$ cat config.mk
export PLATFORM = sky130hd
export DESIGN_NAME = card_cmd_issuer
export DESIGN_NICKNAME = d
export VERILOG_FILES = /design/src/rtl/card_cmd_pkg.sv /design/src/rtl/card_crc7.sv /design/src/rtl/card_irq_raw.sv /design/src/rtl/card_cmd_issuer.sv
export SDC_FILE = /design/constraint.sdc
export NUM_CORES = 1
export LEC_CHECK = 0
export BUFFER_PORTS_ARGS = -buffer_cell sky130_fd_sc_hd__buf_2
export CAP_MARGIN = 25
export CORE_ASPECT_RATIO = 0.5
export CORE_MARGIN = 3
export CORE_UTILIZATION = 43
export CTS_CLUSTER_DIAMETER = 100
export DETAILED_ROUTE_END_ITERATION = 7
export PLACE_DENSITY_LB_ADDON = 0.2
export REMOVE_ABC_BUFFERS = 1
export SYNTH_ARGS = -nofsm -noshare
export SYNTH_HDL_FRONTEND = slang
export SYNTH_SLANG_ARGS = --single-unit
$ cat constraint.sdc
create_clock -name clk -period 11.2 [get_ports clk]
set_input_delay 0 -clock clk [delete_from_list [all_inputs] [get_ports clk]]
set_output_delay 0 -clock clk [all_outputs]
set_load 0.03 [all_outputs]
$ cat src/rtl/card_cmd_pkg.sv
package card_cmd_pkg;
  // command word flag positions (software visible)
  localparam int CB_RESP    = 6;
  localparam int CB_LONG    = 7;
  localparam int CB_CRCCHK  = 8;
  localparam int CB_DATA    = 9;
  localparam int CB_WRITE   = 10;
  localparam int CB_WAITPRV = 13;
  localparam int CB_INIT    = 15;
  localparam int CB_START   = 31;
  // raw interrupt positions
  localparam int IRQ_RESP_ERR = 1;
  localparam int IRQ_DONE     = 2;
  localparam int IRQ_RCRC     = 6;
  localparam int IRQ_RTO      = 8;

  typedef enum logic [2:0] {
    ST_IDLE, ST_INIT, ST_SEND, ST_WAIT, ST_RECV, ST_EVAL
  } seq_state_t;
endpackage

$ cat src/rtl/card_crc7.sv
module card_crc7 #(
  parameter int W = 40
) (
  input  logic [W-1:0] din,
  output logic [6:0]   crc
);
  logic [6:0] acc;

  always_comb begin
    acc = '0;
    for (int i = W - 1; i >= 0; i--) begin
      if (din[i] ^ acc[6]) acc = {acc[5:0], 1'b0} ^ 7'h09;
      else                 acc = {acc[5:0], 1'b0};
    end
    crc = acc;
  end
endmodule

$ cat src/rtl/card_irq_raw.sv
module card_irq_raw #(
  parameter int W = 16
) (
  input  logic         clk,
  input  logic         rst_n,
  input  logic [W-1:0] set_vec,
  input  logic         clr_en,
  input  logic [W-1:0] clr_vec,
  output logic [W-1:0] raw
);
  logic [W-1:0] raw_q, raw_d;

  always_comb begin
    raw_d = raw_q;
    if (clr_en) raw_d = raw_d & ~clr_vec;
    raw_d = raw_d | set_vec;
  end

  always_ff @(posedge clk or negedge rst_n) begin
    if (!rst_n) raw_q <= '0;
    else        raw_q <= raw_d;
  end

  assign raw = raw_q;
endmodule

$ cat src/rtl/card_cmd_issuer.sv
module card_cmd_issuer
  import card_cmd_pkg::*;
#(
  parameter int IRQ_W    = 16,
  parameter int INIT_CYC = 80,
  parameter int RESP_TMO = 64
) (
  input  logic             clk,
  input  logic             rst_n,
  input  logic             cmd_wr,
  input  logic [31:0]      cmd_wdata,
  input  logic             arg_wr,
  input  logic [31:0]      arg_wdata,
  output logic [31:0]      cmd_rdata,
  input  logic             int_clr_wr,
  input  logic [IRQ_W-1:0] int_clr_data,
  output logic [IRQ_W-1:0] int_raw,
  output logic [31:0]      resp0,
  output logic [31:0]      resp1,
  output logic [31:0]      resp2,
  output logic [31:0]      resp3,
  input  logic             data_busy,
  input  logic             cmd_in,
  output logic             cmd_out,
  output logic             cmd_oe,
  output logic             busy,
  output logic             data_start,
  output logic             data_write
);
  localparam int FRAME_LEN = 48;
  localparam int LONG_LEN  = 136;
  localparam int CRC_SPAN  = LONG_LEN - 16;
  localparam int CNT_W     = $clog2(LONG_LEN + INIT_CYC + RESP_TMO);

  seq_state_t state_q, state_d;
  logic [CNT_W-1:0]     cnt_q, cnt_d;
  logic [31:0]          cmd_q, cmd_d, arg_q, arg_d;
  logic [FRAME_LEN-1:0] tx_q, tx_d, tx_frame;
  logic [LONG_LEN-1:0]  rx_q, rx_d;
  logic [6:0]           tx_crc, rx_crc;
  logic [CRC_SPAN-1:0]  rx_crc_in;
  logic [IRQ_W-1:0]     set_vec;
  logic accept, is_long, hdr_bad, crc_bad, fin_ok, ld_short, ld_long;
  logic dstart_q, dwrite_q;
  logic [CNT_W-1:0] rx_last;

  assign is_long = cmd_q[CB_LONG];
  assign rx_last = is_long ? CNT_W'(LONG_LEN - 1) : CNT_W'(FRAME_LEN - 1);
  assign accept  = (state_q == ST_IDLE) && cmd_q[CB_START] &&
                   !(cmd_q[CB_WAITPRV] && data_busy);

  card_crc7 #(.W(FRAME_LEN - 8)) u_tx_crc (
    .din ({2'b01, cmd_q[5:0], arg_q}),
    .crc (tx_crc)
  );
  assign tx_frame = {2'b01, cmd_q[5:0], arg_q, tx_crc, 1'b1};

  // zero prefix leaves a zero-seeded CRC unchanged
  assign rx_crc_in = is_long ? rx_q[127:8] : {{(CRC_SPAN - 40){1'b0}}, rx_q[47:8]};
  card_crc7 #(.W(CRC_SPAN)) u_rx_crc (
    .din (rx_crc_in),
    .crc (rx_crc)
  );
  assign hdr_bad = !rx_q[0] ||
                   (is_long ? (rx_q[135:128] != 8'h3F) : (rx_q[47:46] != 2'b00));
  assign crc_bad = cmd_q[CB_CRCCHK] && (rx_crc != rx_q[7:1]);

  always_comb begin
    state_d  = state_q;
    cnt_d    = cnt_q;
    cmd_d    = cmd_q;
    arg_d    = arg_q;
    tx_d     = tx_q;
    rx_d     = rx_q;
    set_vec  = '0;
    fin_ok   = 1'b0;
    ld_short = 1'b0;
    ld_long  = 1'b0;
    unique case (state_q)
      ST_IDLE: begin
        if (accept) begin
          cmd_d[CB_START] = 1'b0;
          tx_d    = tx_frame;
          cnt_d   = '0;
          state_d = cmd_q[CB_INIT] ? ST_INIT : ST_SEND;
        end else begin
          if (cmd_wr) cmd_d = cmd_wdata;
          if (arg_wr) arg_d = arg_wdata;
        end
      end
      ST_INIT: begin
        cnt_d = cnt_q + 1'b1;
        if (cnt_q == CNT_W'(INIT_CYC - 1)) begin
          cnt_d   = '0;
          state_d = ST_SEND;
        end
      end
      ST_SEND: begin
        tx_d  = {tx_q[FRAME_LEN-2:0], 1'b1};
        cnt_d = cnt_q + 1'b1;
        if (cnt_q == CNT_W'(FRAME_LEN - 1)) begin
          cnt_d = '0;
          if (cmd_q[CB_RESP]) state_d = ST_WAIT;
          else begin
            state_d           = ST_IDLE;
            set_vec[IRQ_DONE] = 1'b1;
            fin_ok            = 1'b1;
          end
        end
      end
      ST_WAIT: begin
        if (!cmd_in) begin
          rx_d    = {rx_q[LONG_LEN-2:0], cmd_in};
          cnt_d   = CNT_W'(1);
          state_d = ST_RECV;
        end else if (cnt_q == CNT_W'(RESP_TMO - 1)) begin
          state_d           = ST_IDLE;
          set_vec[IRQ_DONE] = 1'b1;
          set_vec[IRQ_RTO]  = 1'b1;
        end else begin
          cnt_d = cnt_q + 1'b1;
        end
      end
      ST_RECV: begin
        rx_d  = {rx_q[LONG_LEN-2:0], cmd_in};
        cnt_d = cnt_q + 1'b1;
        if (cnt_q == rx_last) state_d = ST_EVAL;
      end
      ST_EVAL: begin
        state_d               = ST_IDLE;
        set_vec[IRQ_DONE]     = 1'b1;
        set_vec[IRQ_RESP_ERR] = hdr_bad;
        set_vec[IRQ_RCRC]     = crc_bad;
        fin_ok                = !hdr_bad && !crc_bad;
        ld_long               = is_long;
        ld_short              = !is_long;
      end
      default: state_d = ST_IDLE;
    endcase
  end

  always_ff @(posedge clk or negedge rst_n) begin
    if (!rst_n) begin
      state_q  <= ST_IDLE;
      cnt_q    <= '0;
      cmd_q    <= '0;
      arg_q    <= '0;
      tx_q     <= '0;
      rx_q     <= '0;
      dstart_q <= 1'b0;
      dwrite_q <= 1'b0;
    end else begin
      state_q  <= state_d;
      cnt_q    <= cnt_d;
      cmd_q    <= cmd_d;
      arg_q    <= arg_d;
      tx_q     <= tx_d;
      rx_q     <= rx_d;
      dstart_q <= fin_ok && cmd_q[CB_DATA];
      dwrite_q <= fin_ok && cmd_q[CB_DATA] && cmd_q[CB_WRITE];
    end
  end

  always_ff @(posedge clk or negedge rst_n) begin
    if (!rst_n) begin
      resp0 <= '0;
      resp1 <= '0;
      resp2 <= '0;
      resp3 <= '0;
    end else if (ld_long) begin
      resp0 <= rx_q[31:0];
      resp1 <= rx_q[63:32];
      resp2 <= rx_q[95:64];
      resp3 <= rx_q[127:96];
    end else if (ld_short) begin
      resp0 <= rx_q[39:8];
    end
  end

  card_irq_raw #(.W(IRQ_W)) u_irq (
    .clk     (clk),
    .rst_n   (rst_n),
    .set_vec (set_vec),
    .clr_en  (int_clr_wr),
    .clr_vec (int_clr_data),
    .raw     (int_raw)
  );

  assign cmd_rdata  = cmd_q;
  assign busy       = (state_q != ST_IDLE);
  assign cmd_oe     = (state_q == ST_INIT) || (state_q == ST_SEND);
  assign cmd_out    = (state_q == ST_SEND) ? tx_q[FRAME_LEN-1] : 1'b1;
  assign data_start = dstart_q;
  assign data_write = dwrite_q;
endmodule

; ---- After elaboration in Yosys (flattened, before gate mapping)
; Cells that the tools add are included.
[word_totals]
output_inout_bits = 181
inputBits = 87
word_cells = 575
reg_bits = 406
[classes]
muxes = 197
n_addsub = 1
n_reduce_logical = 29
n_eq_ne = 18
n_bitwise = 316
[ops]
columns = cell, n
row1 = 4-bit 2-to-1 mux, 158
row2 = 2-bit NOT, 156
row3 = 136-bit case mux with 2 select lines, 1
row4 = 1-bit XOR, 150
row5 = 136-bit 2-to-1 mux, 1
row6 = 120-bit 2-to-1 mux, 1
row7 = 32-bit 2-to-1 mux, 3
row8 = 48-bit case mux with 2 select lines, 1
row9 = 48-bit 2-to-1 mux, 1
row10 = 9-bit 2-to-1 mux, 5
row11 = 9-bit case mux with 5 select lines, 1
row12 = "9-bit by 6-bit == test with 1-bit output, second input constant", 2
row13 = 3-bit 2-to-1 mux, 6
row14 = 16-bit AND, 1
row15 = 16-bit 2-to-1 mux, 1
row16 = 16-bit NOT, 1
row17 = 16-bit by 9-bit OR with 16-bit output, 1
row18 = 3-bit case mux with 5 select lines, 1
row19 = 1-bit 2-to-1 mux, 12
row20 = "2-bit inequality test, second input constant", 5
row21 = 2-bit nonzero test, 5
row22 = "9-bit by 1-bit adder with 9-bit output, second input constant", 1
row23 = "9-bit by 7-bit == test with 1-bit output, second input constant", 1
row24 = 9-bit by 8-bit == test with 1-bit output, 1
row25 = 21 further kinds, 45

; ---- Depth between registers and ports, before layout
[depth]
word_depth = 247
mapped_depth = 18
depth_no_buf = 17

; ---- By module
; Synthesis repeated with hierarchy kept, for this count alone.
[hier_totals]
cells_unflattened = 1565
area_unflattened_um2 = 21171.6
[by_module_without_submodules]
columns = module, area_per_inst_um2, n_inst, cells_per_inst
row1 = card_cmd_issuer, 16244.3, 1, 1198
row2 = card_crc7 (u_rx_crc), 3325.7, 1, 257
row3 = card_crc7 (u_tx_crc), 989.7, 1, 60
row4 = card_irq_raw, 611.8, 1, 50

; ---- Worst setup path before layout
; No wires, ideal clock.
[synth_timing]
path_type = register to register
start = reg rx_q[127]
end = reg dwrite_q, in the netlist data_write
stages_incl_launch_ff = 18
setup_ns = 0.078
slack_ns = 5.206
t_arrival_ns = 5.916
cell_sequence = dfrtp_1 -> xor3_2 -> xnor2_2 -> xnor3_2 -> xnor3_2 -> xnor2_2 -> xnor3_1 -> and2_4 -> xnor3_2 -> xnor3_2 -> xnor2_4 -> xor2_2 -> xnor3_1 -> xnor3_2 -> or3_1 -> a222oi_1 -> o2111ai_1 -> a21boi_1
[synth_between]
elab_chain_cells = 111
[synth_rtl]
columns = element, line_no
row1 = start: declaration, card_cmd_issuer.sv:39  ; logic [LONG_LEN-1:0] rx_q, rx_d;
row2 = start signal: assignment, card_cmd_issuer.sv:158  ; rx_q <= rx_d;
row3 = 120-bit 2-to-1 mux (*), card_cmd_issuer.sv:59  ; assign rx_crc_in = is_long ? rx_q[127:8] : {{(CRC_SPAN - 40){1'b0}}, rx_q[47:8]};
row4 = 4-bit 2-to-1 mux (*), card_crc7.sv:12  ; if (din[i] ^ acc[6]) acc = {acc[5:0], 1'b0} ^ 7'h09;
row5 = 4-bit 2-to-1 mux / 1-bit XOR (equally long branches), card_crc7.sv:12
row6 = 4-bit 2-to-1 mux, card_crc7.sv:12
row7 = 2-bit NOT (no line) / 4-bit 2-to-1 mux (equally long branches), n/a
row8 = 4-bit 2-to-1 mux, card_crc7.sv:12
row9 = 1-bit XOR / 2-bit NOT (equally long branches), n/a
row10 = 4-bit 2-to-1 mux, card_crc7.sv:12
row11 = (+94 left out), n/a
row12 = 1-bit XOR / 2-bit NOT (equally long branches), n/a
row13 = 4-bit 2-to-1 mux, card_crc7.sv:12
row14 = 7-bit inequality test (*), card_cmd_issuer.sv:66  ; assign crc_bad = cmd_q[CB_CRCCHK] && (rx_crc != rx_q[7:1]);
row15 = 1-bit logical AND (*), card_cmd_issuer.sv:66
row16 = 1-bit logical NOT (*), card_cmd_issuer.sv:134  ; fin_ok = !hdr_bad && !crc_bad;
row17 = 1-bit logical AND (*), card_cmd_issuer.sv:134
row18 = 1-bit case mux with 2 select lines (*), card_cmd_issuer.sv:79  ; unique case (state_q)
row19 = 1-bit logical AND (*) (2 in a row), card_cmd_issuer.sv:160  ; dwrite_q <= fin_ok && cmd_q[CB_DATA] && cmd_q[CB_WRITE];
row20 = end signal: assignment, card_cmd_issuer.sv:160
row21 = end: declaration, card_cmd_issuer.sv:44  ; logic dstart_q, dwrite_q;
; Mark *: on every way between the ends. The rest lies on a longest branch, timed or not.
; A chain may end at the register's enable or synchronous reset.

; ---- Worst setup path in the final report
; Ends and elaborated chain as after synthesis.

==> summary.md <==
| Metric | Value |
|---|---|
| Actual slew at the worst max-slew pin | 981.7 ps |
| DIE WIDTH | 311.2 µm |
| Unrepaired setup endpoints after global routing | false |
| Buf+Inv Stages, Crit Path | 0 |
| Critical Path Start Type | register |
| CTS resizes | 0 |
| WL/cell | 17.72 µm |
| CTS Buf Count | 40 |
| Largest net degree at the start of global routing | 143 |
| Fin crit period | 6569 ps |
| Initial Utilization | 43.91% |
| Layout Utilization | 53.50% |
| Setup TNS | 0 ps |
| Post-route cell area | 24410 µm² |
| Flops & latches, synth | 406 |
| Hold Path Class | in2reg |
| Clock Pin Slew Worst Setup and Hold Paths | 70 ps |
| Slowest CP cell | xor3_2 |
| Max Cap Viol | 0 |
| P&R area growth vs syn | 21.85% |
| Peak Freq | 152.2 MHz |
| Core area | 45630 µm² |
| Pre-antenna DRT Iters | 4 |
| # DRC | 0 |
| First-pass GRT wire length | 72010 µm |
| Num ports | 268 |
| Clk buf depth | 3 |
| Skew final | 19.01 ps |
| Final Cycle Share | 58.65% |
| Synth area leader | dfrtp_1 |
| Via count | 12494 |
| Skew-Pair Late Insertion Delay | 530 ps |
| CTS tree | done |
| Synth area leaders | dfrtp_1 51%, mux2_2 17%, xnor2_1 7.5% |
| Fillers | 3948 |
| Root Buffer Master | clkbuf_16 |
| Total grt overflow | 0 |
| Count of cell types in the netlist | 56 |
| Synthesized area per cell | 13.21 µm² |
| Yosys top cell area share | 50.72% |
| Slew headroom | 34.55% |
| Most frequent CP cell | xnor3_2 |
| Die Ht | 158.6 µm |
| Final wirelength | 44700 µm |
| DRT antenna net count | 0 |
| Gr usage total | 18.13% |
| Ant diodes | 0 |
| Initial DRC count | 662 |
| H-Tree Level Count | 2 |
| Crit path largest cell delay | 560 ps |
| Worst EP arrival | 7030 ps |
| # setup viols final | 0 |
| EDFF count, synth | 0 |
| CTS Sinks | 406 |
| Post-Syn Instances | 1516 |
| Ys flop type | dfrtp_1 |
| Reg-to-reg setup timing slack | 4630 ps |
| Status | finished, final reports clean |
| Vias in the first global route | 12683 |
| Max-slew violation count | 0 |
| Detailed Place HPWL | 30170 µm |
| Full die area | 49370 µm² |
| Commonest cells post-synth | 406 x dfrtp_1, 296 x mux2_2, 172 x xnor2_1 |
| Hold WS | 88.84 ps |
| Port bufs | 267 |
| Initial antenna violation count | 0 |
| DP Area | 22020 µm² |
| Hold Crit Start | cmd_wr |
| RePlAce Congestion | 0.7868 |
| Asr flop ratio synth | 100.0% |
| Synthesized area | 20030 µm² |
| CP Capture Type | register |
| Worst setup path start | rx_q[127]$_DFFE_PN0P_ |
| Sequential fraction of the synthesis area | 50.72% |
| Most used standard cell by instance count after synthesis | dfrtp_1 |
| Layout cells sized above 1 | 35.36% |
| Crit path required time | 11660 ps |
| Crit-path max FO | 6 |
| CP Cell Sequence | xor3_2 > xnor2_2 > xnor3_2 > xnor3_2 > xnor2_2 > xnor3_1 > and2_4 > xnor3_2 > xnor3_2 > xnor2_4 > xor2_2 > xnor3_1 > xnor3_2 > or3_1 > a222oi_1 > o2111ai_1 > a21boi_1 |
| Num rows | 55 |
| Nets | 1957 |
| Endpoints failing hold | 0 |
| Critical path type | reg2reg |
| Ys Warns | 0 |
| Worst flop-to-flop path startpoint | rx_q[127]$_DFFE_PN0P_ |
| CP top delay family | XOR/XNOR gates |
| Via density | 4.954 |
[layout make-up]
class	instances	area [µm²]	share of cell area, %
Tap cell	627	784.5	3.214
Sequential cell	406	10160	41.63
Timing Repair Buffer	381	2525	10.34
Inverter	7	26.28	0.1076
Multi-Input combinational cell	1033	9603	39.34
Clock inverter	12	176.4	0.7228
Clock buffer	56	1132	4.639
[routing by layer]
layer | global-route usage, % | routed length (µm) | vias to the layer above
li1 | - | - | 5961
met5 | 0 | 0 | -
met4 | 3.933 | 850 | 0
met2 | 31.85 | 22700 | 176
met1 | 23.88 | 19710 | 6283
met3 | 3.134 | 1440 | 74
[cells in the final DEF (no fill, tap or decap), types with 4 or more instances in the layout]
cell / n
xor2_1: 60
nand3_1: 10
o31ai_1: 5
xor3_1: 11
a21o_1: 4
mux2i_1: 35
buf_2: 266
xnor3_1: 51
nor2b_1: 6
dfrtp_1: 405
o21ai_0: 54
clkbuf_1: 10
o22ai_1: 39
xnor2_1: 172
mux2_2: 296
clkbuf_8: 5
dlygate4sd3_1: 100
bufinv_16: 4
nor2_1: 98
a21oi_1: 9
nand4_1: 4
a21boi_0: 13
xnor3_2: 9
inv_1: 7
or3_1: 4
nor3_1: 11
nand2b_1: 9
a22oi_1: 5
xnor2_2: 7
clkbuf_16: 41
buf_4: 10
nand2_1: 77
[sequential cells by signal, summed over array words and instances, names as in the netlist, 9 cells and up]
register   count
rx_q         136
tx_q          48
arg_q         32
cmd_rdata     32
resp0         32
resp1         32
resp2         32
resp3         32
u_irq.raw     16
cnt_q          9
[per-stage QoR]
step                      std cells  worst slack, ps
after floorplan                1446             2906
after global placement         2351             4699
after detailed placement       2351             4615
after CTS                      2519             4593
after global routing           2522             4327
final                          2522             4631
[cells by family after synthesis]
| logic type | Yosys count | synth area share, % |
|---|---|---|
| mux | 333 | 18.53 |
| simple gates | 239 | 5.190 |
| compound gates | 143 | 4.404 |
| flops | 406 | 50.72 |
| xor+xnor | 317 | 19.65 |
| fa+ha+maj | 1 | 0.06245 |
| buf+inv | 77 | 1.449 |
[what timing repair did]
item | in CTS | in global routing
endpoints found under the setup margin | 0 | 0
endpoints found under the hold margin | 193 | 0
buffers inserted | 0 | 0
hold buffers | 100 | 0
[worst min-delay path: cells and delay by family]
family | cells | cell delay [ps]
buf+inv | 1 | 120
simple gates | 1 | 260
mux | 1 | 220
[final timing paths]
kind                                             to  depth (start not counted)
setup reg to reg               data_write$_DFF_PN0_                         17
hold reg to reg                resp0[4]$_DFFE_PN0P_                          2
setup / recovery               data_write$_DFF_PN0_                         17
min in group asynchronous     resp3[12]$_DFFE_PN0P_                          2
hold / removal             cmd_rdata[6]$_DFFE_PN0P_                          3
max in group asynchronous     arg_q[25]$_DFFE_PN0P_                          3
Power is not shown: default switching activity piles up to over one toggle a cycle in this logic, so the estimate is an artifact.
